==> src/rtl/mpr_pkg.sv <==
package mpr_pkg;

  // Classification of one completed bit window.
  typedef enum logic [1:0] {
    SYM_Y   = 2'd0,
    SYM_X   = 2'd1,
    SYM_Z   = 2'd2,
    SYM_BAD = 2'd3
  } sym_e;

  // Decoder state: hunting, or which pattern was decoded last.
  typedef enum logic [1:0] {
    ST_HUNT   = 2'd0,
    ST_AFT_Z  = 2'd1,
    ST_AFT_X  = 2'd2,
    ST_AFT_Y0 = 2'd3
  } dec_st_e;

endpackage

==> src/rtl/mpr_sampler.sv <==
module mpr_sampler #(
  parameter int unsigned OVS = 8
) (
  input  logic           clk,
  input  logic           rst_n,
  input  logic           smp_en,
  input  logic           pause_i,
  input  logic           stop_i,
  output logic           win_vld_o,
  output logic [OVS-1:0] win_o
);

  localparam int unsigned PW = (OVS < 2) ? 1 : $clog2(OVS);
  localparam logic [PW-1:0] POS_LAST = PW'(OVS - 1);

  logic           run_q, run_d;
  logic [PW-1:0]  pos_q, pos_d;
  logic [OVS-1:0] acc_q, acc_d;
  logic [OVS-1:0] win_q, win_d;
  logic           vld_q, vld_d;
  logic           hunting;

  // A stop from the decoder takes effect in the same cycle, so a sample
  // arriving with it is already treated as a hunting sample.
  assign hunting = !run_q || stop_i;

  always_comb begin
    run_d = run_q;
    pos_d = pos_q;
    acc_d = acc_q;
    win_d = win_q;
    vld_d = 1'b0;
    if (stop_i) begin
      run_d = 1'b0;
      pos_d = '0;
      acc_d = '0;
    end
    if (smp_en) begin
      if (hunting) begin
        if (pause_i) begin
          run_d = 1'b1;
          pos_d = PW'(1);
          acc_d = {{(OVS-1){1'b0}}, 1'b1};
        end
      end else begin
        acc_d[pos_q] = pause_i;
        if (pos_q == POS_LAST) begin
          win_d = acc_d;
          vld_d = 1'b1;
          acc_d = '0;
          pos_d = '0;
        end else begin
          pos_d = pos_q + 1'b1;
        end
      end
    end
  end

  always_ff @(posedge clk or negedge rst_n) begin
    if (!rst_n) begin
      run_q <= 1'b0;
      pos_q <= '0;
      acc_q <= '0;
      win_q <= '0;
      vld_q <= 1'b0;
    end else begin
      run_q <= run_d;
      pos_q <= pos_d;
      acc_q <= acc_d;
      win_q <= win_d;
      vld_q <= vld_d;
    end
  end

  assign win_vld_o = vld_q;
  assign win_o     = win_q;

  // A window needs OVS samples, so two completions are never adjacent.
  AST_WIN_GAP: assert property (@(posedge clk) disable iff (!rst_n)
    vld_q |=> !vld_q);

endmodule

==> src/rtl/mpr_classify.sv <==
module mpr_classify
  import mpr_pkg::*;
#(
  parameter int unsigned OVS = 8
) (
  input  logic [OVS-1:0] win_i,
  output sym_e           sym_o
);

  localparam int unsigned EW     = OVS / 4;
  localparam int unsigned MID_LO = OVS / 2;

  logic [OVS-1:0] early_m;
  logic [OVS-1:0] mid_m;
  logic           hit_e, hit_m, hit_g;

  for (genvar i = 0; i < OVS; i++) begin : g_mask
    assign early_m[i] = (i < EW);
    assign mid_m[i]   = (i >= MID_LO) && (i < MID_LO + EW);
  end

  assign hit_e = |(win_i & early_m);
  assign hit_m = |(win_i & mid_m);
  assign hit_g = |(win_i & ~(early_m | mid_m));

  always_comb begin
    if (hit_g || (hit_e && hit_m)) sym_o = SYM_BAD;
    else if (hit_e)                sym_o = SYM_Z;
    else if (hit_m)                sym_o = SYM_X;
    else                           sym_o = SYM_Y;
  end

endmodule

==> src/rtl/mpr_decoder.sv <==
module mpr_decoder
  import mpr_pkg::*;
#(
  parameter int unsigned MAX_BITS = 2322,
  localparam int unsigned IW = (MAX_BITS < 2) ? 1 : $clog2(MAX_BITS)
) (
  input  logic          clk,
  input  logic          rst_n,
  input  logic          win_vld_i,
  input  sym_e          sym_i,
  output logic          stop_o,
  output logic          bit_vld_o,
  output logic          bit_o,
  output logic [IW-1:0] bit_idx_o,
  output logic          sof_o,
  output logic          eof_o,
  output logic          err_o
);

  localparam int unsigned CW = $clog2(MAX_BITS + 1);
  localparam logic [CW-1:0] CNT_MAX = CW'(MAX_BITS);

  dec_st_e       st_q, st_d;
  logic          pend_vld_q, pend_vld_d;
  logic          pend_q, pend_d;
  logic [CW-1:0] cnt_q, cnt_d;
  logic          bv_q, bv_d;
  logic          b_q, b_d;
  logic [IW-1:0] idx_q, idx_d;
  logic          sof_q, sof_d;
  logic          eof_q, eof_d;
  logic          err_q, err_d;
  logic          do_push, push_val;
  logic          stop;

  always_comb begin
    st_d       = st_q;
    pend_vld_d = pend_vld_q;
    pend_d     = pend_q;
    cnt_d      = cnt_q;
    bv_d       = 1'b0;
    b_d        = b_q;
    idx_d      = idx_q;
    sof_d      = 1'b0;
    eof_d      = 1'b0;
    err_d      = 1'b0;
    stop       = 1'b0;
    do_push    = 1'b0;
    push_val   = 1'b0;

    if (win_vld_i) begin
      if (st_q == ST_HUNT) begin
        if (sym_i == SYM_Z) begin
          sof_d      = 1'b1;
          st_d       = ST_AFT_Z;
          pend_vld_d = 1'b0;
          cnt_d      = '0;
        end else begin
          err_d = 1'b1;
          stop  = 1'b1;
        end
      end else begin
        unique case (sym_i)
          SYM_X: begin
            do_push  = 1'b1;
            push_val = 1'b1;
            st_d     = ST_AFT_X;
          end
          SYM_Z: begin
            do_push  = 1'b1;
            push_val = 1'b0;
            st_d     = ST_AFT_Z;
          end
          SYM_Y: begin
            if (st_q == ST_AFT_X) begin
              do_push  = 1'b1;
              push_val = 1'b0;
              st_d     = ST_AFT_Y0;
            end else begin
              // End marker: the held-back 0 is part of it and is dropped.
              eof_d      = 1'b1;
              stop       = 1'b1;
              st_d       = ST_HUNT;
              pend_vld_d = 1'b0;
            end
          end
          default: begin
            err_d      = 1'b1;
            stop       = 1'b1;
            st_d       = ST_HUNT;
            pend_vld_d = 1'b0;
          end
        endcase
      end
    end

    // One bit is held back until the next pattern proves it is data.
    if (do_push) begin
      if (pend_vld_q) begin
        if (cnt_q == CNT_MAX) begin
          err_d      = 1'b1;
          stop       = 1'b1;
          st_d       = ST_HUNT;
          pend_vld_d = 1'b0;
        end else begin
          bv_d   = 1'b1;
          b_d    = pend_q;
          idx_d  = cnt_q[IW-1:0];
          cnt_d  = cnt_q + 1'b1;
          pend_d = push_val;
        end
      end else begin
        pend_vld_d = 1'b1;
        pend_d     = push_val;
      end
    end
  end

  always_ff @(posedge clk or negedge rst_n) begin
    if (!rst_n) begin
      st_q       <= ST_HUNT;
      pend_vld_q <= 1'b0;
      pend_q     <= 1'b0;
      cnt_q      <= '0;
      bv_q       <= 1'b0;
      b_q        <= 1'b0;
      idx_q      <= '0;
      sof_q      <= 1'b0;
      eof_q      <= 1'b0;
      err_q      <= 1'b0;
    end else begin
      st_q       <= st_d;
      pend_vld_q <= pend_vld_d;
      pend_q     <= pend_d;
      cnt_q      <= cnt_d;
      bv_q       <= bv_d;
      b_q        <= b_d;
      idx_q      <= idx_d;
      sof_q      <= sof_d;
      eof_q      <= eof_d;
      err_q      <= err_d;
    end
  end

  assign stop_o    = stop;
  assign bit_vld_o = bv_q;
  assign bit_o     = b_q;
  assign bit_idx_o = idx_q;
  assign sof_o     = sof_q;
  assign eof_o     = eof_q;
  assign err_o     = err_q;

  AST_EVT_ONEHOT: assert property (@(posedge clk) disable iff (!rst_n)
    $onehot0({bv_q, sof_q, eof_q, err_q}));

  AST_SOF_PULSE: assert property (@(posedge clk) disable iff (!rst_n)
    sof_q |=> !sof_q);

  AST_IDX_BOUND: assert property (@(posedge clk) disable iff (!rst_n)
    bv_q |-> (int'(idx_q) < int'(MAX_BITS)));

endmodule

==> src/rtl/miller_pause_rx.sv <==
module miller_pause_rx
  import mpr_pkg::*;
#(
  parameter int unsigned OVS      = 8,
  parameter int unsigned MAX_BITS = 2322,
  localparam int unsigned IDX_W   = (MAX_BITS < 2) ? 1 : $clog2(MAX_BITS)
) (
  input  logic             clk,
  input  logic             rst_n,
  input  logic             smp_en_i,
  input  logic             pause_i,
  output logic             bit_vld_o,
  output logic             bit_o,
  output logic [IDX_W-1:0] bit_idx_o,
  output logic             sof_o,
  output logic             eof_o,
  output logic             err_o
);

  logic [1:0]     rst_sync_q;
  logic           rst_int_n;
  logic           win_vld;
  logic [OVS-1:0] win;
  sym_e           sym;
  logic           stop;

  // Asynchronous assertion, synchronous release.
  always_ff @(posedge clk or negedge rst_n) begin
    if (!rst_n) rst_sync_q <= 2'b00;
    else        rst_sync_q <= {rst_sync_q[0], 1'b1};
  end
  assign rst_int_n = rst_sync_q[1];

  mpr_sampler #(.OVS(OVS)) u_sampler (
    .clk       (clk),
    .rst_n     (rst_int_n),
    .smp_en    (smp_en_i),
    .pause_i   (pause_i),
    .stop_i    (stop),
    .win_vld_o (win_vld),
    .win_o     (win)
  );

  mpr_classify #(.OVS(OVS)) u_classify (
    .win_i (win),
    .sym_o (sym)
  );

  mpr_decoder #(.MAX_BITS(MAX_BITS)) u_decoder (
    .clk       (clk),
    .rst_n     (rst_int_n),
    .win_vld_i (win_vld),
    .sym_i     (sym),
    .stop_o    (stop),
    .bit_vld_o (bit_vld_o),
    .bit_o     (bit_o),
    .bit_idx_o (bit_idx_o),
    .sof_o     (sof_o),
    .eof_o     (eof_o),
    .err_o     (err_o)
  );

  // Port-level frame tracking used only by the checks below.
  logic             open_q;
  logic             seen_q;
  logic [IDX_W-1:0] last_idx_q;

  always_ff @(posedge clk or negedge rst_int_n) begin
    if (!rst_int_n) begin
      open_q     <= 1'b0;
      seen_q     <= 1'b0;
      last_idx_q <= '0;
    end else begin
      if (sof_o)               open_q <= 1'b1;
      else if (eof_o || err_o) open_q <= 1'b0;
      if (sof_o)          seen_q <= 1'b0;
      else if (bit_vld_o) seen_q <= 1'b1;
      if (bit_vld_o) last_idx_q <= bit_idx_o;
    end
  end

  AST_BIT_IN_FRAME: assert property (@(posedge clk) disable iff (!rst_int_n)
    (bit_vld_o || eof_o) |-> open_q);

  AST_FIRST_IDX: assert property (@(posedge clk) disable iff (!rst_int_n)
    (bit_vld_o && !seen_q) |-> (bit_idx_o == '0));

  AST_IDX_STEP: assert property (@(posedge clk) disable iff (!rst_int_n)
    (bit_vld_o && seen_q) |-> (bit_idx_o == last_idx_q + 1'b1));

endmodule

==> config.mk <==
export PLATFORM = sky130hd
export DESIGN_NAME = miller_pause_rx
export DESIGN_NICKNAME = d
export VERILOG_FILES = /design/src/rtl/mpr_pkg.sv /design/src/rtl/mpr_sampler.sv /design/src/rtl/mpr_classify.sv /design/src/rtl/mpr_decoder.sv /design/src/rtl/miller_pause_rx.sv
export SDC_FILE = /design/constraint.sdc
export NUM_CORES = 1
export LEC_CHECK = 0
export BUFFER_PORTS_ARGS = -buffer_cell sky130_fd_sc_hd__buf_2
export CORE_AREA = 2 2 75 77
export CTS_CLUSTER_SIZE = 25
export DETAILED_ROUTE_END_ITERATION = 16
export DIE_AREA = 0 0 77 79
export PLACE_DENSITY = 0.83
export SETUP_SLACK_MARGIN = 0.5
export SYNTH_ARGS = -nofsm -noshare
export SYNTH_HDL_FRONTEND = slang
export SYNTH_SLANG_ARGS = --single-unit
==> constraint.sdc <==
create_clock -name clk -period 1.6 [get_ports clk]
set_input_delay 0.32 -clock clk [delete_from_list [all_inputs] [get_ports clk]]
set_output_delay 0.32 -clock clk [all_outputs]
set_load 0.01 [all_outputs]
=== Word-level counts from Yosys, hierarchy flattened ===
Index checks and enable logic that the tools add are counted.

* Register bits: 56
* Latch bits: 0
* RAM bits: 0
* Bits in read-only memories: 0
* Word-level logic and storage cells: 120
* Memories kept: 0

* $add $sub $neg: 2
* Multiply operators: 0
* Div/mod/pow operators: 0
* $lt $le $gt $ge: 2
* Equality and inequality tests: 6
* Shift operators: 0
* Multiplexer cells: 77
* Bitwise operators: 2
* Reduce and logical (&&, ||, !) cells: 15

{| class="wikitable"
|+ Operators by type and width
! kind !! number
|-
| 2-to-1 mux 12 bit || 6
|-
| 2-to-1 mux 1 bit || 46
|-
| 2-to-1 mux 8 bit || 5
|-
| 2-to-1 mux 2 bit || 9
|-
| 2-to-1 mux 3 bit || 5
|-
| adder 12 x 1 -> 12 bit (second input constant) || 1
|-
| == test 12 bit (second input constant) || 1
|-
| bitwise mux 8 bit || 1
|-
| one-hot mux 1 bit (2 select lines) || 3
|-
| one-hot mux 2 bit (3 select lines) || 1
|-
| AND reduction 3 bit || 2
|-
| OR reduction 2 bit || 3
|-
| == test 2 bit (second input constant) || 2
|-
| logical NOT 2 bit || 2
|-
| < comparator 3 x 4 -> 1 bit (second input constant) || 1
|-
| OR reduction 4 bit || 1
|-
| adder 3 x 1 -> 3 bit (second input constant) || 1
|-
| demux 1 bit (select 3 bit) || 1
|-
| == test 3 bit (second input constant) || 1
|-
| >= comparator 3 x 1 -> 1 bit (second input constant) || 1
|-
| OR reduction 3 bit || 1
|-
| == test 2 x 1 -> 1 bit (second input constant) || 1
|-
| logical AND 1 bit || 2
|-
| logical OR 1 bit || 2
|-
| 4 further kinds || 5
|}

=== Longest topological paths before layout ===
Gate-level depths: netlist of run 1.

* Depth in word-level cells: 17
* Mapped depth: 10
* Gate-level depth less buffers: 9

=== Cells and area by module ===
Synthesis of run 1 repeated with hierarchy kept, for this count alone.

* Cell total of the unflattened synthesis: 270
* Area, all modules: 3035.4 um^2

{| class="wikitable"
|+ By module, submodules not included
! module !! times used !! cells each !! area each (um^2) !! sequential area each (um^2)
|-
| mpr_decoder || 1 || 156 || 1806.7 || 825.8
|-
| mpr_sampler || 1 || 108 || 1154.9 || 525.5
|-
| miller_pause_rx || 1 || 3 || 53.8 || 50.0
|-
| mpr_classify || 1 || 3 || 20.0 || 0.0
|}

=== Worst setup path before layout of run 1 ===
No wires, ideal clock.

* Path type: reg2reg
* From: register u_sampler.win_q[3], in the netlist u_sampler.win_o[3]
* To: register u_sampler.win_q[0], in the netlist u_sampler.win_o[0]
* Library setup time: 0.125 ns
* Data arrival time: 2.586 ns
* Data required time: 1.475 ns
* Path slack: -1.111 ns
* Stages on the path, launching flop included: 10
* Buffers on the path: 0
* Cell sequence: dfrtp_1 nor4_2 nand2_1 inv_1 ha_1 or3b_2 nand2_1 a21oi_1 nor4_4 mux2_2

* Cells in the longest elaborated chain, start to end: 14
* Elaborated cells on any way between the ends: 22
* Those cells by class: eq/ne (2); mux (13); bitwise (1); reduce/logical (6)

{| class="wikitable"
|+ Ends and longest elaborated chain
! item !! line !! text
|-
| from (decl) || mpr_sampler.sv:19 || <nowiki>logic [OVS-1:0] win_q, win_d;</nowiki>
|-
| from (signal assigned) || mpr_sampler.sv:70 || <nowiki>win_q <= win_d;</nowiki>
|-
| OR reduction 4 bit * || mpr_classify.sv:24 || <nowiki>assign hit_g = |(win_i & ~(early_m | mid_m));</nowiki>
|-
| logical OR 1 bit * || mpr_classify.sv:27 || <nowiki>if (hit_g || (hit_e && hit_m)) sym_o = SYM_BAD;</nowiki>
|-
| 2-to-1 mux 2 bit * || mpr_classify.sv:27 ||
|-
| == test 2 x 1 -> 1 bit or == test 2 bit (tied branches) || mpr_decoder.sv:63, mpr_decoder.sv:53 ||
|-
| OR reduction 2 bit (no line) || n/a ||
|-
| one-hot mux 1 bit (2 select lines) || mpr_decoder.sv:63 || <nowiki>unique case (sym_i)</nowiki>
|-
| 2-to-1 mux 1 bit || mpr_decoder.sv:52 || <nowiki>if (st_q == ST_HUNT) begin</nowiki>
|-
| 2-to-1 mux 1 bit || mpr_decoder.sv:51 || <nowiki>if (win_vld_i) begin</nowiki>
|-
| 2-to-1 mux 1 bit || mpr_decoder.sv:100 || <nowiki>if (cnt_q == CNT_MAX) begin</nowiki>
|-
| 2-to-1 mux 1 bit || mpr_decoder.sv:99 || <nowiki>if (pend_vld_q) begin</nowiki>
|-
| 2-to-1 mux 1 bit * || mpr_decoder.sv:98 || <nowiki>if (do_push) begin</nowiki>
|-
| logical OR 1 bit || mpr_sampler.sv:25 || <nowiki>assign hunting = !run_q || stop_i;</nowiki>
|-
| NOT 1 bit (no line) || n/a ||
|-
| AND reduction 3 bit (no line) || n/a ||
|}

Mark *: on every way between the ends. The rest lies on a longest branch, timed or not.
A chain may end at the register's enable or synchronous reset.

=== Worst setup path after layout of run 1 ===
* From: register u_sampler.win_q[3], in the netlist u_sampler.win_o[3]
* To: register u_sampler.win_q[6], in the netlist u_sampler.win_o[6]

The elaborated chain is that of the path after synthesis.

==> results of run 1 <==
cell type report:
class | instances | area share, %
clock inverters | 1 | 0.1224
repair buffers | 110 | 21.93
well taps | 72 | 2.203
clock buffers | 6 | 1.774
multi-input cells | 213 | 38.54
inverters | 11 | 1.132
flip-flops and latches | 56 | 34.29
flip-flops by register name, indices dropped and copies added (netlist names):
signal / count
u_decoder.cnt_q: 12
u_decoder.err_o: 1
u_decoder.bit_vld_o: 1
u_decoder.pend_q: 1
u_decoder.st_q: 2
u_sampler.win_vld_o: 1
u_decoder.bit_idx_o: 12
u_sampler.run_q: 1
u_decoder.bit_o: 1
u_sampler.pos_q: 3
u_decoder.sof_o: 1
u_sampler.win_o: 8
u_decoder.eof_o: 1
rst_sync_q: 2
u_sampler.acc_q: 8
u_decoder.pend_vld_q: 1
synthesized netlist by cell type (all sizes together), types with 4 or more instances:
cell type,count
nand2,63
dfrtp,56
nor2,23
o21ai,19
inv,11
mux2,10
clkbuf,9
mux2i,9
a22oi,8
nand3,6
nand4,6
ha,5
nor3,5
o22ai,5
a21oi,4
a31oi,4
buf,4
layer usage:
metal / part of all wire (%) / vias to the layer above / wire length (µm)
met3: 3.8 / 24 / 306
met5: 0 / - / 0
met2: 55 / 108 / 4442
met4: 2.5 / 0 / 206
li1: - / 1259 / -
met1: 39 / 1342 / 3138
metrics by stage:
stage	power [mW]	util, %	std cells
5_1_grt	5.719	76.63	469
3_5_place_dp	4.001	65.42	431
4_1_cts	5.083	72.41	457
2_1_floorplan	3.201	-	293
6_report	5.433	76.63	469
3_3_place_gp	3.900	65.42	431
final timing paths:
| kind | start | endpoint | slack (ns) | cells after the start |
|---|---|---|---|---|
| setup / recovery | u_sampler.win_o[3]$_DFFE_PN0P_ | u_sampler.win_o[6]$_DFFE_PN0P_ | -0.90 | 10 |
| hold / removal | rst_sync_q[1]$_DFF_PN0_ | u_decoder.cnt_q[7]$_DFF_PN0_ | 0.26 | 1 |
| setup reg to reg | u_sampler.win_o[3]$_DFFE_PN0P_ | u_sampler.win_o[6]$_DFFE_PN0P_ | -0.90 | 10 |
| hold reg to reg | rst_sync_q[1]$_DFF_PN0_ | u_decoder.cnt_q[7]$_DFF_PN0_ | 0.26 | 1 |
| max in group asynchronous | rst_sync_q[1]$_DFF_PN0_ | u_decoder.bit_idx_o[8]$_DFFE_PN0P_ | 1.10 | 1 |
| min in group clk | pause_i | u_sampler.run_q$_DFF_PN0_ | 0.34 | 3 |
power by group:
| part | leakage (nW) | internal, mW | switching, mW | total (mW) |
|---|---|---|---|---|
| logic | 1.30 | 1.44 | 1.32 | 2.76 |
| clock network | 0.0410 | 0.299 | 0.450 | 0.749 |
| registers | 0.733 | 1.68 | 0.252 | 1.93 |
| total | 2.07 | 3.41 | 2.02 | 5.43 |
what timing repair did:
| item | in CTS | in global routing |
|---|---|---|
| resized for setup | 42 | 33 |
| setup buffers | 18 | 11 |
| endpoints found under the setup margin | 71 | 71 |
| pin swaps | 30 | 4 |
| gates cloned | 0 | 1 |
| hold buffers | 1 | 0 |
| hold endpoints to repair | 2 | 0 |
cells by family (layout without fill, tap and decap cells):
kind of cell | Yosys count | after routing | share of synthesized area, %
multiplexers | 19 | 19 | 7.262
AND/OR/NAND/NOR | 128 | 128 | 22.23
adder cells (fa/ha/maj) | 5 | 5 | 2.241
AO/OA/AOI/OAI | 59 | 59 | 14.21
XOR/XNOR | 1 | 1 | 0.3138
other | 1 | 1 | 0.1343
flip-flops | 56 | 56 | 50.20
buffers and inverters | 24 | 128 | 3.407
==> qor.yml, run 1 <==
hold_path_class: "reg2async"
viasPerCell: 5.827
antenna_found_initial: 0
portBuffers: 20
violations: "setup timing"
slew_headroom_pct: 59.63
yosysWarnings: 0
fillers: 352
die_h_um: 79
n_antenna_cell: 0
worst_slew_pin_slew_ns: 0.5992
rsz0062_at_grt: "yes"
grt_pass1_vias: 2716
cp_data_arrival_time_ns: 2.71
p_leak_nw: 2.073
cp_max_fo: 4
synth-edff-count: 0
multiInputGateArea_um2: 1577
clkTransAtPathRegs_ns: 0.10
syn-instance-count: 293
synth-async-reset-ratio_pct: 100.0
clockRootBuffer: "clkbuf_8"
grtUsageTotal_pct: 25.60
fin_crit_sh_pct: 156.5
post_synth_num_cell_types: 51
final_cell_mix: "66 x buf_4, 55 x dfrtp_1, 37 x nand2_1"
cpMostUsedCell: "nor4_4"
ys_seq_area_share_pct: 50.20
fmax_mhz: 399.3
synth_largest_area_cell: "dfrtp_1"
post-route-drc-count: 0
hold_slack_ns: 0.2605
drt_wl_total_mm: 8.093
syn_area_um2: 2791
ant_nets: 0
avgRoutedWirePerCell_um: 17.26
use_met3_pct: 4.432
cp_cell_sequence: "nor4_4 > nand2_1 > inv_2 > ha_4 > or3b_4 > nand2_4 > a21oi_4 > nor4_4 > buf_4 > mux2_4"
setup_viol: 53
place_congestion: 0.9256
fin_area_um2: 4090
hold_viol: 0
vias: 2733
seqCellArea_um2: 1403
pre_cts_ws_ns: -0.8114
yosysTopAreaCellShare_pct: 50.20
grt_busiest_layer: "met2"
cts_made_buffers: 5
placed_area_um2: 3492
max_cap_violations: 0
met2_usage_pct: 47.37
overflow: 0
nNetsFinal: 406
cp_top_family: "simple AND/OR/NAND/NOR gates"
cts.sink_count: 56
period_needed_ns: 2.504
status: "finished with violations"
worst_setup_path_end_kind: "flop"
fin_setup_tns_ns: -37.00
cp_slowest_cell: "dfrtp_1"
startpoint_type: "flop"
power.density_nw_per_um2: 1328
core-area_um2: 5338
slowest_delay_ns: 0.42
max-vdd-ir-drop_uv: 1083
path_class: "reg2reg"
cts_buffer_depth: 2
postSynthAreaPerCell_um2: 9.527
hpwl_mm: 4.740
grt_pass1_wl_mm: 12.37
drive_gt1_share_pct: 44.58
cts_tree: "done"
first_pass_iters: 4
dieArea_um2: 6083
final_common_cell: "buf_4"
rows: 27
area_growth_pct: 46.53
setup_ws_ns: -0.9043
path_buf_inv: 2
synthTopCellsByArea: "dfrtp_1 50%, nand2_1 8.5%, mux2_2 4.0%"
die_w_um: 77
drv_slew: 0
fin_skew_ns: 0.01054
global_route.usage.met1_pct: 28.87
first_iter_violations: 167
htreeDepth: 2
worstSkewPairLatency_ns: 0.32
postSynthNetCount: 302
cp_data_required_time_ns: 1.80
ios: 21
start_util_pct: 52.30
ys_seq_elements: 56
ys.flop_type: "dfrtp_1"
grt_max_degree: 55
Power figures use the tool's default switching activity.
==> inputs of run 2 (changes only) <==
Settings changed: CORE_AREA 2 2 75 77 to 2 2 68 86, CTS_CLUSTER_DIAMETER set to 200, DIE_AREA 0 0 77 79 to 0 0 70 88, PLACE_DENSITY 0.83 to 0.82.
==> qor.yml, run 2 (same netlist as run 1, synthesis figures left out) <==
avgRoutedWirePerCell_um: 19.72  # was 17.26 µm
p_total_mw: 5.954  # was 5.433 mW
fin_area_um2: 4273  # was 4090 µm²
n_antenna_cell: 0  # unchanged
startpoint_type: "flop"  # unchanged
hold_path_class: "reg2async"  # unchanged
setup_viol: 53  # unchanged
p_leak_nw: 2.149  # was 2.073 nW
cts.sink_count: 56  # unchanged
die_w_um: 70  # was 77 µm
drv_slew: 0  # unchanged
status: "finished with violations"  # unchanged
slew_headroom_pct: 35.59  # was 59.63%
cp_data_arrival_time_ns: 2.74  # was 2.71 ns
rsz0062_at_grt: "yes"  # unchanged
cts_tree: "done"  # unchanged
grt_pass1_vias: 2833  # was 2716
placed_area_um2: 3517  # was 3492 µm²
post-route-drc-count: 0  # unchanged
fin_crit_sh_pct: 155.3  # was 156.5%
vias: 2892  # was 2733
final_cell_mix: "72 x buf_4, 55 x dfrtp_1, 40 x nand2_1"  # was 66 x buf_4, 55 x dfrtp_1, 37 x nand2_1
grt_pass1_wl_mm: 13.28  # was 12.37 mm
period_needed_ns: 2.485  # was 2.504 ns
max_cap_violations: 0  # unchanged
start_util_pct: 52.37  # was 52.30%
cts_buffer_depth: 2  # unchanged
worst_slew_pin_slew_ns: 0.9561  # was 0.5992 ns
ios: 21  # unchanged
viasPerCell: 6.179  # was 5.827
max-vdd-ir-drop_uv: 934.3  # was 1083 µV
cp_data_required_time_ns: 1.86  # was 1.80 ns
dieArea_um2: 6160  # was 6083 µm²
overflow: 0  # unchanged
final_common_cell: "buf_4"  # unchanged
rows: 30  # was 27
fin_setup_tns_ns: -40.46  # was -37.00 ns
antenna_found_initial: 0  # unchanged
worst_setup_path_end_kind: "flop"  # unchanged
r2r_setup_slack_ns: -0.89  # was -0.90 ns
portBuffers: 20  # unchanged
fin_skew_ns: 0.01736  # was 0.01054 ns
hpwl_mm: 4.767  # was 4.740 mm
grt_max_degree: 37  # was 55
cts_made_buffers: 5  # unchanged
htreeDepth: 2  # unchanged
clkTransAtPathRegs_ns: 0.11  # was 0.10 ns
grtUsageTotal_pct: 27.37  # was 25.60%
r2r_start: "u_sampler.win_o[6]$_DFFE_PN0P_"  # was u_sampler.win_o[3]$_DFFE_PN0P_
worstSkewPairLatency_ns: 0.32  # about the same
drt_wl_total_mm: 9.230  # was 8.093 mm
first_iter_violations: 237  # was 167
rr_endpoint: "u_decoder.cnt_q[4]$_DFF_PN0_"  # was u_sampler.win_o[6]$_DFFE_PN0P_
place_congestion: 0.8911  # was 0.9256
path_class: "reg2reg"  # unchanged
setup_ws_ns: -0.8855  # was -0.9043 ns
nNetsFinal: 412  # was 406
ant_nets: 0  # unchanged
violations: "setup timing"  # unchanged
power.density_nw_per_um2: 1393  # was 1328 nW/µm²
core-area_um2: 5330  # was 5338 µm²
first_pass_iters: 5  # was 4
drive_gt1_share_pct: 48.02  # was 44.58%
area_growth_pct: 53.07  # was 46.53%
cp_max_fo: 4  # unchanged
hold_viol: 0  # unchanged
clockRootBuffer: "clkbuf_8"  # unchanged
rr_worst_depth: 8  # was 10
fillers: 278  # was 352
die_h_um: 88  # was 79 µm
fmax_mhz: 402.3  # was 399.3 MHz
-- run 2: layout make-up --
cell class,count,area [µm²],area share [%]
clock inverter,3,46.29,1.083
inverter,11,46.29,1.083
clock buffer,5,68.82,1.611
timing repair buffer,116,965.9,22.61
multi-input combinational,213,1663,38.92
tap,64,80.08,1.874
sequential,56,1403,32.83
-- run 2: metal layers --
metal / up-vias / GRT usage [%] / share of wire, %
met4: 0 / 12.24 / 3.3
met1: 1460 / 30.01 / 36
met3: 31 / 4.488 / 4.6
li1: 1263 / - / -
met2: 138 / 51.95 / 56
met5: - / 0 / 0
-- run 2: worst max-delay path: stages (launching register included) --
cell and delay, ns:
dfrtp_1 0.45, nor4_4 0.33, buf_4 0.18, nand2_4 0.06, ha_4 0.23, o22a_4 0.23, or3_4 0.42, or4_1 0.41
o21ai_1 0.10
-- run 2: report_power, final --
| group | leakage [nW] | switching, mW | internal, mW |
|---|---|---|---|
| sequential | 0.733 | 0.264 | 1.68 |
| combinational | 1.36 | 1.48 | 1.55 |
| clock | 0.0548 | 0.514 | 0.473 |
-- run 2: how the worst max path moves through the flow --
stage | cells past startpoint | endpoint | slack (ns) | startpoint
2_1_floorplan | 9 | u_sampler.win_o[0]$_DFFE_PN0P_ | -0.86 | u_sampler.win_o[6]$_DFFE_PN0P_
3_3_place_gp | 10 | u_sampler.win_o[3]$_DFFE_PN0P_ | -0.73 | u_sampler.win_o[6]$_DFFE_PN0P_
3_5_place_dp | 10 | u_sampler.win_o[4]$_DFFE_PN0P_ | -0.81 | u_sampler.win_o[6]$_DFFE_PN0P_
4_1_cts | 10 | u_sampler.win_o[4]$_DFFE_PN0P_ | -0.78 | u_sampler.win_o[3]$_DFFE_PN0P_
5_1_grt | 10 | u_sampler.win_o[6]$_DFFE_PN0P_ | -0.98 | u_sampler.win_o[6]$_DFFE_PN0P_
6_report | 8 | u_decoder.cnt_q[4]$_DFF_PN0_ | -0.89 | u_sampler.win_o[6]$_DFFE_PN0P_
-- run 2: what timing repair did --
item,in CTS,in global routing
setup buffers,26,7
gates resized for setup,68,27
pin swaps,36,8
endpoints found under the setup margin,71,71
endpoints found under the hold margin,2,0
gates cloned,0,0
hold buffers,1,0
-- run 2: metrics by stage --
| stage | std cells | worst slack [ns] | utilization [%] | hold slack, ns |
|---|---|---|---|---|
| after floorplan | 293 | -0.8626 | - | 0.02441 |
| after global placement | 426 | -0.7283 | 65.99 | 0.1058 |
| after detailed placement | 426 | -0.8093 | 65.99 | 0.1082 |
| after CTS | 461 | -0.7808 | 76.78 | 0.2185 |
| after global routing | 468 | -0.9806 | 80.16 | 0.2400 |
| final | 468 | -0.8855 | 80.16 | 0.1993 |
